==> config.mk <==
export PLATFORM = sky130hd
export DESIGN_NAME = vec_irq_ctrl
export DESIGN_NICKNAME = d
export VERILOG_FILES = /design/src/rtl/vic_pkg.sv /design/src/rtl/vic_edge_sync.sv /design/src/rtl/vic_req_mask.sv /design/src/rtl/vic_prio_pick.sv /design/src/rtl/vic_vec_file.sv /design/src/rtl/vec_irq_ctrl.sv
export SDC_FILE = /design/constraint.sdc
export NUM_CORES = 1
export LEC_CHECK = 0
export CAP_MARGIN = 20
export CORE_ASPECT_RATIO = 1.75
export CORE_MARGIN = 3
export CORE_UTILIZATION = 58
export CTS_CLUSTER_SIZE = 40
export DETAILED_ROUTE_END_ITERATION = 12
export DONT_BUFFER_PORTS = 1
export GPL_ROUTABILITY_DRIVEN = 0
export PLACE_DENSITY = 0.74
export SYNTH_ARGS = -nofsm -noshare
export SYNTH_HDL_FRONTEND = slang
export SYNTH_HIERARCHICAL = 1
export SYNTH_SLANG_ARGS = --single-unit
export TNS_END_PERCENT = 10
==> constraint.sdc <==
create_clock -name clk -period 3 [get_ports clk]
set_input_delay 0.9 -clock clk [delete_from_list [all_inputs] [get_ports clk]]
set_output_delay 0.9 -clock clk [all_outputs]
set_load 0.1 [all_outputs]
==> src/rtl/vic_pkg.sv <==
package vic_pkg;

   // Write register select codes
   typedef enum logic [1:0] {
      SEL_CLR = 2'd0,   // clear requests (write ones)
      SEL_DIS = 2'd1,   // clear enable bits (write ones)
      SEL_ENA = 2'd2,   // set enable bits (write ones)
      SEL_VEC = 2'd3    // load one vector
   } vic_sel_e;

endpackage

==> src/rtl/vic_edge_sync.sv <==
// Per-source synchroniser followed by a rising-edge detector.
module vic_edge_sync #(
   parameter int unsigned NUM_SRC = 16,
   parameter int unsigned STAGES  = 2
) (
   input  logic               clk,
   input  logic               rst_n,
   input  logic [NUM_SRC-1:0] src_i,
   output logic [NUM_SRC-1:0] rise_o
);

   if (STAGES < 1) begin : g_bad_stages
      $error("vic_edge_sync: STAGES must be at least 1");
   end

   for (genvar i = 0; i < NUM_SRC; i++) begin : g_src
      logic sync_q;
      logic prev_q;

      if (STAGES == 1) begin : g_one
         always_ff @(posedge clk) begin
            if (!rst_n) sync_q <= 1'b0;
            else        sync_q <= src_i[i];
         end
      end else begin : g_chain
         logic [STAGES-1:0] chain_q;
         always_ff @(posedge clk) begin
            if (!rst_n) chain_q <= '0;
            else        chain_q <= {chain_q[STAGES-2:0], src_i[i]};
         end
         assign sync_q = chain_q[STAGES-1];
      end

      always_ff @(posedge clk) begin
         if (!rst_n) prev_q <= 1'b0;
         else        prev_q <= sync_q;
      end

      assign rise_o[i] = sync_q & ~prev_q;
   end

endmodule

==> src/rtl/vic_req_mask.sv <==
// Sticky request register and enable mask. A set beats a clear on the same bit.
module vic_req_mask #(
   parameter int unsigned NUM_SRC = 16
) (
   input  logic               clk,
   input  logic               rst_n,
   input  logic [NUM_SRC-1:0] set_i,
   input  logic [NUM_SRC-1:0] clr_i,
   input  logic [NUM_SRC-1:0] ena_i,
   input  logic [NUM_SRC-1:0] dis_i,
   output logic [NUM_SRC-1:0] req_o,
   output logic [NUM_SRC-1:0] mask_o
);

   logic [NUM_SRC-1:0] req_q;
   logic [NUM_SRC-1:0] mask_q;

   always_ff @(posedge clk) begin
      if (!rst_n) begin
         req_q  <= '0;
         mask_q <= '0;
      end else begin
         req_q  <= (req_q & ~clr_i) | set_i;
         mask_q <= (mask_q & ~dis_i) | ena_i;
      end
   end

   assign req_o  = req_q;
   assign mask_o = mask_q;

endmodule

==> src/rtl/vic_prio_pick.sv <==
// Picks the lowest-indexed set bit.
module vic_prio_pick #(
   parameter int unsigned NUM_SRC = 16,
   localparam int unsigned IDX_W = (NUM_SRC > 1) ? $clog2(NUM_SRC) : 1
) (
   input  logic [NUM_SRC-1:0] pend_i,
   output logic [IDX_W-1:0]   idx_o,
   output logic               vld_o
);

   always_comb begin
      idx_o = '0;
      vld_o = 1'b0;
      for (int i = NUM_SRC - 1; i >= 0; i--) begin
         if (pend_i[i]) begin
            idx_o = IDX_W'(i);
            vld_o = 1'b1;
         end
      end
   end

endmodule

==> src/rtl/vic_vec_file.sv <==
// One programmable vector per source. All vectors reset to zero.
module vic_vec_file #(
   parameter int unsigned NUM_SRC = 16,
   parameter int unsigned VEC_W   = 8,
   localparam int unsigned IDX_W = (NUM_SRC > 1) ? $clog2(NUM_SRC) : 1
) (
   input  logic             clk,
   input  logic             rst_n,
   input  logic             wr_i,
   input  logic [IDX_W-1:0] wr_idx_i,
   input  logic [VEC_W-1:0] wr_vec_i,
   input  logic [IDX_W-1:0] rd_idx_i,
   output logic [VEC_W-1:0] rd_vec_o
);

   logic [VEC_W-1:0] vec_q [NUM_SRC];

   for (genvar i = 0; i < NUM_SRC; i++) begin : g_ent
      always_ff @(posedge clk) begin
         if (!rst_n)                                  vec_q[i] <= '0;
         else if (wr_i && (wr_idx_i == IDX_W'(i)))    vec_q[i] <= wr_vec_i;
      end
   end

   always_comb begin
      rd_vec_o = '0;
      for (int i = 0; i < NUM_SRC; i++) begin
         if (rd_idx_i == IDX_W'(i)) rd_vec_o = vec_q[i];
      end
   end

endmodule

==> src/rtl/vec_irq_ctrl.sv <==
module vec_irq_ctrl #(
   parameter int unsigned NUM_SRC     = 16,
   parameter int unsigned VEC_W       = 8,
   parameter int unsigned WDATA_W     = 16,
   parameter int unsigned SYNC_STAGES = 2
) (
   input  logic                 clk,
   input  logic                 rst_n,
   input  logic [NUM_SRC-1:0]   src_i,
   input  logic                 bus_wr_i,
   input  logic [1:0]           bus_sel_i,
   input  logic [WDATA_W-1:0]   bus_wdata_i,
   input  logic                 ack_i,
   output logic                 irq_o,
   output logic [VEC_W-1:0]     vec_o,
   output logic [2*NUM_SRC-1:0] status_o
);
   import vic_pkg::*;

   localparam int unsigned IDX_W   = (NUM_SRC > 1) ? $clog2(NUM_SRC) : 1;
   localparam int unsigned IDX_LSB = VEC_W;

   // Elaboration checks
   if (NUM_SRC < 1 || NUM_SRC > 64) begin : g_bad_src
      $error("vec_irq_ctrl: NUM_SRC out of range");
   end
   if (WDATA_W < NUM_SRC) begin : g_bad_wmask
      $error("vec_irq_ctrl: WDATA_W narrower than NUM_SRC");
   end
   if (WDATA_W < VEC_W + IDX_W) begin : g_bad_wvec
      $error("vec_irq_ctrl: WDATA_W cannot hold vector and index");
   end
   if (SYNC_STAGES < 1) begin : g_bad_sync
      $error("vec_irq_ctrl: SYNC_STAGES must be at least 1");
   end

   // Edge capture
   logic [NUM_SRC-1:0] rise;

   vic_edge_sync #(.NUM_SRC(NUM_SRC), .STAGES(SYNC_STAGES)) u_sync (
      .clk    (clk),
      .rst_n  (rst_n),
      .src_i  (src_i),
      .rise_o (rise)
   );

   // Write decode
   vic_sel_e           sel;
   logic [NUM_SRC-1:0] wr_bits;
   logic [NUM_SRC-1:0] wr_clr, wr_dis, wr_ena;
   logic               wr_vec;
   logic [IDX_W-1:0]   wr_idx;
   logic [VEC_W-1:0]   wr_val;

   assign sel     = vic_sel_e'(bus_sel_i);
   assign wr_bits = bus_wdata_i[NUM_SRC-1:0];
   assign wr_clr  = (bus_wr_i && sel == SEL_CLR) ? wr_bits : '0;
   assign wr_dis  = (bus_wr_i && sel == SEL_DIS) ? wr_bits : '0;
   assign wr_ena  = (bus_wr_i && sel == SEL_ENA) ? wr_bits : '0;
   assign wr_idx  = bus_wdata_i[IDX_LSB +: IDX_W];
   assign wr_val  = bus_wdata_i[VEC_W-1:0];
   assign wr_vec  = bus_wr_i && (sel == SEL_VEC) && (32'(wr_idx) < NUM_SRC);

   // Acknowledge start detect
   logic ack_q;
   logic ack_start;

   always_ff @(posedge clk) begin
      if (!rst_n) ack_q <= 1'b0;
      else        ack_q <= ack_i;
   end
   assign ack_start = ack_i & ~ack_q;

   // Requests and mask
   logic [NUM_SRC-1:0] req, mask, pend, ack_clr;
   logic [IDX_W-1:0]   win_idx;
   logic               win_vld;

   vic_req_mask #(.NUM_SRC(NUM_SRC)) u_regs (
      .clk    (clk),
      .rst_n  (rst_n),
      .set_i  (rise),
      .clr_i  (wr_clr | ack_clr),
      .ena_i  (wr_ena),
      .dis_i  (wr_dis),
      .req_o  (req),
      .mask_o (mask)
   );

   assign pend = req & mask;

   vic_prio_pick #(.NUM_SRC(NUM_SRC)) u_pick (
      .pend_i (pend),
      .idx_o  (win_idx),
      .vld_o  (win_vld)
   );

   always_comb begin
      ack_clr = '0;
      if (ack_start && win_vld) ack_clr[win_idx] = 1'b1;
   end

   // Vector storage and latch of the served vector
   logic [VEC_W-1:0] win_vec;
   logic [VEC_W-1:0] vec_lat_q;
   logic             lat_vld_q;

   vic_vec_file #(.NUM_SRC(NUM_SRC), .VEC_W(VEC_W)) u_vecs (
      .clk      (clk),
      .rst_n    (rst_n),
      .wr_i     (wr_vec),
      .wr_idx_i (wr_idx),
      .wr_vec_i (wr_val),
      .rd_idx_i (win_idx),
      .rd_vec_o (win_vec)
   );

   always_ff @(posedge clk) begin
      if (!rst_n) begin
         vec_lat_q <= '0;
         lat_vld_q <= 1'b0;
      end else if (ack_start) begin
         vec_lat_q <= win_vec;
         lat_vld_q <= win_vld;
      end
   end

   // Outputs
   assign vec_o    = (ack_i && ack_q && lat_vld_q) ? vec_lat_q : '0;
   assign irq_o    = |pend;
   assign status_o = {req, pend};

endmodule

==> qor.yml, run 1 <==
yosys:
  synthFlopType: "edfxtp_1"
  syn_nets: 946
  synth_cell_types: 61
  synth_top_area_cell: "edfxtp_1"
  postSynthCellCount: 908
  yosys-top-cells-area: "edfxtp_1 (38%), dfxtp_1 (18%), and2_1 (14%)"
  ys_ff_latch: 218
  yosys_warnings: 6
  synth_edf_count: 128
  synth-seq-area-share_pct: 56.34
  yosysTopAreaCellShare_pct: 38.36
  synthArstFlopShare_pct: 0
  syn_area_um2: 10020
  synth_area_per_cell_um2: 11.03
die:
  start_util_pct: 59.12
  die_area_um2: 18950
  die_h_um: 179.9
  die_w_um: 105.4
  io_pins: 79
  fp-row-count: 63
  fp.coreArea_um2: 16950
pwr:
  ir_worst_vdd_v: 0.0005194
  total_power_mw: 6.446
  p_leak_nw: 4.309
  powerDensity_nw_per_um2: 563.7
clock_network:
  holdBufCountCts: 0
  root_buffer: "clkbuf_16"
  cts_tree: "built"
  clkTransAtPathRegs_ps: 60
  cts_buffer_depth: 3
  cts_buffers: 20
  clock_sinks: 218
  clock_latency_ps: 500
  htree_levels: 1
sta:
  rsz0062_at_grt: "yes"
  hold_viol_final: 0
  setup-tns-final_ps: -131.6
  setup_viol: 1
  fmax_mhz: 319.3
  tightest_slew_ps: 780.8
  max_slew_margin_pct: 47.72
  skew_ps: 14.03
  layout_setup_ws_ps: -131.6
  slew_violations: 0
  timing.final.crit_share_pct: 104.4
  post-route-min-period_ps: 3132
setup_path:
  worstSetupPathType: "flop to primary output"
  cp-end-kind: "primary output"
  cp_data_arrival_time_ps: 2230
  startpoint_type: "flop"
  critPathRequiredTime_ps: 2100
  reg2reg_depth: 12
  cp_max_fo: 5
  ff2ff_setup_slack_ps: 130
placement:
  dp.final_hpwl_um: 18710
  dp_cells: 1167
  port-buffer-count: 0
routing:
  ant_nets: 0
  wl_per_cell_um: 22.12
  drt-vias-per-instance: 5.991
  postRouteWirelength_um: 26630
  drc: 0
  drt-pass1-iter-count: 5
  drt_iter0_drc: 521
  vias: 7213
layout:
  layout_commonest_cell: "and2_1"
  drive_above_1_share_pct: 18.42
  instances_no_fill: 1204
  area_growth_syn_to_layout_pct: 14.14
  nets: 1001
  final_cell_mix: "and2_1 (217), edfxtp_1 (128), buf_4 (78), dfxtp_1 (74), nor2b_1 (60)"
  final_util_pct: 67.48
  antenna_cells: 0
min_path:
  whs_path_depth: 1
  min_path_type: "flop to flop"
status:
  status: "finished with violations"
  violations: "setup timing"
global_routing:
  antenna_found_initial: 0
  grt_overflow: 0
  grt_pass1_vias: 7475
  grt_pass1_wl_um: 40990
  grt_max_degree: 111
  grt_usage_pct: 28.05
job:
  drv_cap: 0
cell families (layout without fill, tap and decap cells):
logic type	Yosys count	count (layout)	share of synthesized area, %
AOI/OAI and AO/OA	161	161	10.55
and+or+nand+nor	443	443	25.71
buffers and inverters	53	122	2.960
muxes	33	33	4.433
DFF	218	218	56.34
stage by stage:
| step | setup slack, ps | hold slack, ps | area, µm² |
|---|---|---|---|
| after floorplan | 1.240 | 411.9 | 10100 |
| after global placement | 277.3 | 416.1 | 10770 |
| after detailed placement | 219.9 | 419.5 | 10770 |
| after CTS | -138.3 | 434.5 | 11430 |
| after global routing | -165.4 | 448.1 | 11440 |
| final | -131.6 | 431.5 | 11440 |
path summary, 6_finish.rpt:
kind,end,from
worst max-delay path,irq_o,u_regs/req_o[12]$_SDFF_PN0_
worst min-delay path,u_sync/g_src[2].g_chain.chain_q[1]$_SDFF_PN0_,u_sync/g_src[2].g_chain.chain_q[0]$_SDFF_PN0_
worst max register to register,vec_lat_q[5]$_SDFFE_PN0P_,u_regs/mask_o[13]$_SDFF_PN0_
worst min register to register,u_sync/g_src[2].g_chain.chain_q[1]$_SDFF_PN0_,u_sync/g_src[2].g_chain.chain_q[0]$_SDFF_PN0_
cells in the mapped netlist, types with 4 or more instances:
library cell	n
nor2_1	39
buf_2	7
nor3_1	8
a22o_1	7
nand2b_1	13
mux2i_1	14
a22oi_1	4
mux2_2	10
o31ai_1	4
mux4_2	8
a21oi_1	21
clkbuf_1	22
o21ai_1	4
and2_1	232
dfxtp_1	90
inv_1	4
o21ai_0	46
nor2b_1	60
or4_1	5
nand3_1	13
a21boi_0	11
buf_6	9
buf_4	5
nand2_1	50
edfxtp_1	128
o22ai_1	7
o21a_1	32
per-layer routing:
metal | global-route usage [%] | share of wire, %
met5 | 0 | 0
met4 | 20.07 | 8.2
met3 | 5.318 | 6.4
met2 | 50.59 | 52
met1 | 28.27 | 33
critical path: stages, from the launching register on:
cell and delay (ps):
dfxtp_2 320, and2_4 190, or4_4 540, or4_4 680
where the power goes:
part           switching [mW]  internal, mW
sequential             0.0665          3.31
clock                    1.09          1.42
combinational           0.361         0.210
total                    1.51          4.93
repair_timing:
action | in CTS | in global routing
setup endpoints to repair | 1 | 6
resized for setup | 3 | 4
gates cloned | 0 | 0
setup buffers | 1 | 0
pin swaps | 4 | 0
area by class of cell:
| class | instances | area [µm²] |
|---|---|---|
| flip-flops and latches | 218 | 5678 |
| fillers | 1317 | 5512 |
| multi-input cells | 637 | 4180 |
| repair buffers | 80 | 625.6 |
| clock buffers | 29 | 608.1 |
| well taps | 227 | 284.0 |
| clock inverters | 7 | 37.54 |
| inverters | 6 | 22.52 |
registers in the layout, indices dropped and copies added (netlist names):
signal / flops
ack_q: 1
lat_vld_q: 1
u_regs/mask_o: 16
u_regs/req_o: 16
u_sync/g_src.g_chain.chain_q: 32
u_sync/g_src.prev_q: 16
u_vecs/vec_q: 128
vec_lat_q: 8
Note: power is estimated with default switching activity, not from simulation.
==> run 2, diff against run 1 <==
--- a/config.mk
+++ b/config.mk
@@ -8,12 +8,13 @@
 export CAP_MARGIN = 20
 export CORE_ASPECT_RATIO = 1.75
 export CORE_MARGIN = 3
-export CORE_UTILIZATION = 58
+export CORE_UTILIZATION = 64
 export CTS_CLUSTER_SIZE = 40
 export DETAILED_ROUTE_END_ITERATION = 12
 export DONT_BUFFER_PORTS = 1
 export GPL_ROUTABILITY_DRIVEN = 0
-export PLACE_DENSITY = 0.74
+export PLACE_DENSITY = 0.8
+export RECOVER_POWER = 25
 export SYNTH_ARGS = -nofsm -noshare
 export SYNTH_HDL_FRONTEND = slang
 export SYNTH_HIERARCHICAL = 1
==> run 2 against run 1 <==
Critical path type unchanged. Fmax increased by 0.16%. Non-clock buffer count unchanged. Cell count decreased by 3.7%. Hold slack improved by 0.97 ps. The run still ends with setup timing left.
==> qor.yml, run 2 (synthesis gave the netlist of run 1 again) <==
sta:
  setup_viol: 1  # unchanged
  hold_viol_final: 0  # unchanged
  whs_ps: 432.5  # was 431.5 ps
  fmax_mhz: 319.9  # was 319.3 MHz
  setup-tns-final_ps: -126.4  # was -131.6 ps
  skew_ps: 7.230  # was 14.03 ps
  rsz0062_at_grt: "yes"  # unchanged
  slew_violations: 0  # unchanged
  timing.final.crit_share_pct: 104.2  # was 104.4%
  tightest_slew_ps: 662.6  # was 780.8 ps
  layout_setup_ws_ps: -126.4  # was -131.6 ps
  max_slew_margin_pct: 55.83  # was 47.72%
  post-route-min-period_ps: 3126  # was 3132 ps
min_path:
  min_path_type: "flop to flop"  # unchanged
  whs_path_depth: 1  # unchanged
layout:
  nets: 1001  # unchanged
  regMostFlops: "u_vecs/vec_q"  # unchanged
  largest_registers: "u_vecs/vec_q x128, u_sync/g_src.g_chain.chain_q x32"  # unchanged
  instances_no_fill: 1160  # was 1204
  seq_area_um2: 5679  # was 5678 µm²
  final_util_pct: 75.30  # was 67.48%
  final_cell_mix: "and2_1 (192), edfxtp_1 (128), dfxtp_1 (73), buf_4 (72), nor2b_1 (60)"  # was and2_1 (217), edfxtp_1 (128), buf_4 (78), dfxtp_1 (74), nor2b_1 (60)
  layout_commonest_cell: "and2_1"  # unchanged
  final_area_um2: 11400  # was 11440 µm²
  largest_reg_flops: 128  # unchanged
  area_growth_syn_to_layout_pct: 13.74  # was 14.14%
  multi_input_area_um2: 4182  # was 4180 µm²
  drive_above_1_share_pct: 17.91  # was 18.42%
  antenna_cells: 0  # unchanged
  nFillCells: 975  # was 1317
global_routing:
  grt_max_degree: 111  # unchanged
  grt_pass1_wl_um: 39460  # was 40990 µm
  antenna_found_initial: 0  # unchanged
  grt_usage_pct: 30.01  # was 28.05%
  grt_overflow: 0  # unchanged
  grt_pass1_vias: 7494  # was 7475
die:
  die_h_um: 171.5  # was 179.9 µm
  fp.coreArea_um2: 15130  # was 16950 µm²
  io_pins: 79  # unchanged
  start_util_pct: 66.21  # was 59.12%
  die_w_um: 100.6  # was 105.4 µm
  fp-row-count: 59  # was 63
  die_area_um2: 17250  # was 18950 µm²
placement:
  dp.final_hpwl_um: 17770  # was 18710 µm
  dpl_worst_slack_ps: 133.6  # was 219.9 ps
  dp_cells: 1122  # was 1167
  post_dp_cell_area_um2: 10690  # was 10770 µm²
  port-buffer-count: 0  # unchanged
pwr:
  power_switching_share_pct: 23.28  # was 23.47%
  clockPowerShare_pct: 39.3  # was 38.8%
  ir_worst_vdd_v: 0.0005612  # was 0.0005194 V
  total_power_mw: 6.492  # was 6.446 mW
  p_leak_nw: 4.282  # was 4.309 nW
  comb_power_share_pct: 8.9  # about the same
  switching_power_mw: 1.511  # was 1.513 mW
  powerDensity_nw_per_um2: 569.7  # was 563.7 nW/µm²
  pwr-share-seq_pct: 51.9  # was 52.3%
  p_int_mw: 4.981  # was 4.933 mW
routing:
  wl_per_cell_um: 22.32  # was 22.12 µm
  drt_iter0_drc: 615  # was 521
  vias: 7209  # was 7213
  drt-pass1-iter-count: 8  # was 5
  drc: 0  # unchanged
  ant_nets: 0  # unchanged
  drt-vias-per-instance: 6.215  # was 5.991
  postRouteWirelength_um: 25890  # was 26630 µm
setup_path:
  worstSetupPathType: "flop to primary output"  # unchanged
  cp_common_cell: "or4_4"  # unchanged
  cp_data_arrival_time_ps: 2230  # about the same
  slowest_stage: "or4_4"  # unchanged
  reg2reg_depth: 12  # unchanged
  critPathRequiredTime_ps: 2100  # about the same
  cp_max_fo: 5  # unchanged
  cp-end-kind: "primary output"  # unchanged
  cpPeakStageDelay_ps: 730  # was 680 ps
  startpoint_type: "flop"  # unchanged
  path_cells: "and2_4 > or4_4 > or4_4"  # unchanged
clock_network:
  root_buffer: "clkbuf_16"  # unchanged
  cts_tree: "built"  # unchanged
  clkTransAtPathRegs_ps: 60  # about the same
  cts_buffers: 20  # unchanged
  htree_levels: 1  # unchanged
  clock_latency_ps: 490  # was 500 ps
  clock_sinks: 218  # unchanged
  cts_buffer_depth: 3  # unchanged
status:
  violations: "setup timing"  # unchanged
  status: "finished with violations"  # unchanged
job:
  drv_cap: 0  # unchanged
==> run 2: what timing repair did <==
item,4_1_cts,5_1_grt
resized for setup,4,8
pin swaps,1,4
hold buffers,0,0
endpoints found under the setup margin,1,8
buffers inserted,2,0
==> run 2: final timing paths <==
check	to	slack (ps)	startpoint
max	irq_o	-130	u_regs/req_o[9]$_SDFF_PN0_
min	u_sync/g_src[2].g_chain.chain_q[1]$_SDFF_PN0_	430	u_sync/g_src[2].g_chain.chain_q[0]$_SDFF_PN0_
max reg2reg	vec_lat_q[3]$_SDFFE_PN0P_	30	u_regs/req_o[14]$_SDFF_PN0_
min reg2reg	u_sync/g_src[2].g_chain.chain_q[1]$_SDFF_PN0_	430	u_sync/g_src[2].g_chain.chain_q[0]$_SDFF_PN0_
==> run 2: worst max-delay path: cells and delay by family (launching register included) <==
family,cells,cell delay (ps)
DFF,1,340
and+or+nand+nor,3,1390
==> run 2: area by class of cell <==
cell class / instances / area share, %
inverters: 6 / 0.1976
clock buffers: 29 / 5.523
repair buffers: 80 / 5.424
multi-input cells: 637 / 36.69
flip-flops and latches: 218 / 49.84
well taps: 183 / 2.009
clock inverters: 7 / 0.3184
==> run 2: routing by layer <==
layer | GRT usage (%) | vias up | share of wire, %
met5 | 0 | - | 0
met4 | 20.82 | 0 | 7.5
met3 | 5.519 | 133 | 7.4
met2 | 53.03 | 393 | 52
met1 | 31.63 | 3402 | 33
li1 | - | 3281 | -
==> run 2: power by group through the flow <==
stage | clock, mW | sequential (mW) | combinational, mW
6_report | 2.55 | 3.37 | 0.576
2_1_floorplan | 0 | 3.49 | 0.351
3_3_place_gp | 0 | 3.42 | 0.548
4_1_cts | 2.58 | 3.37 | 0.565
3_5_place_dp | 0 | 3.43 | 0.559
5_1_grt | 2.68 | 3.38 | 0.606
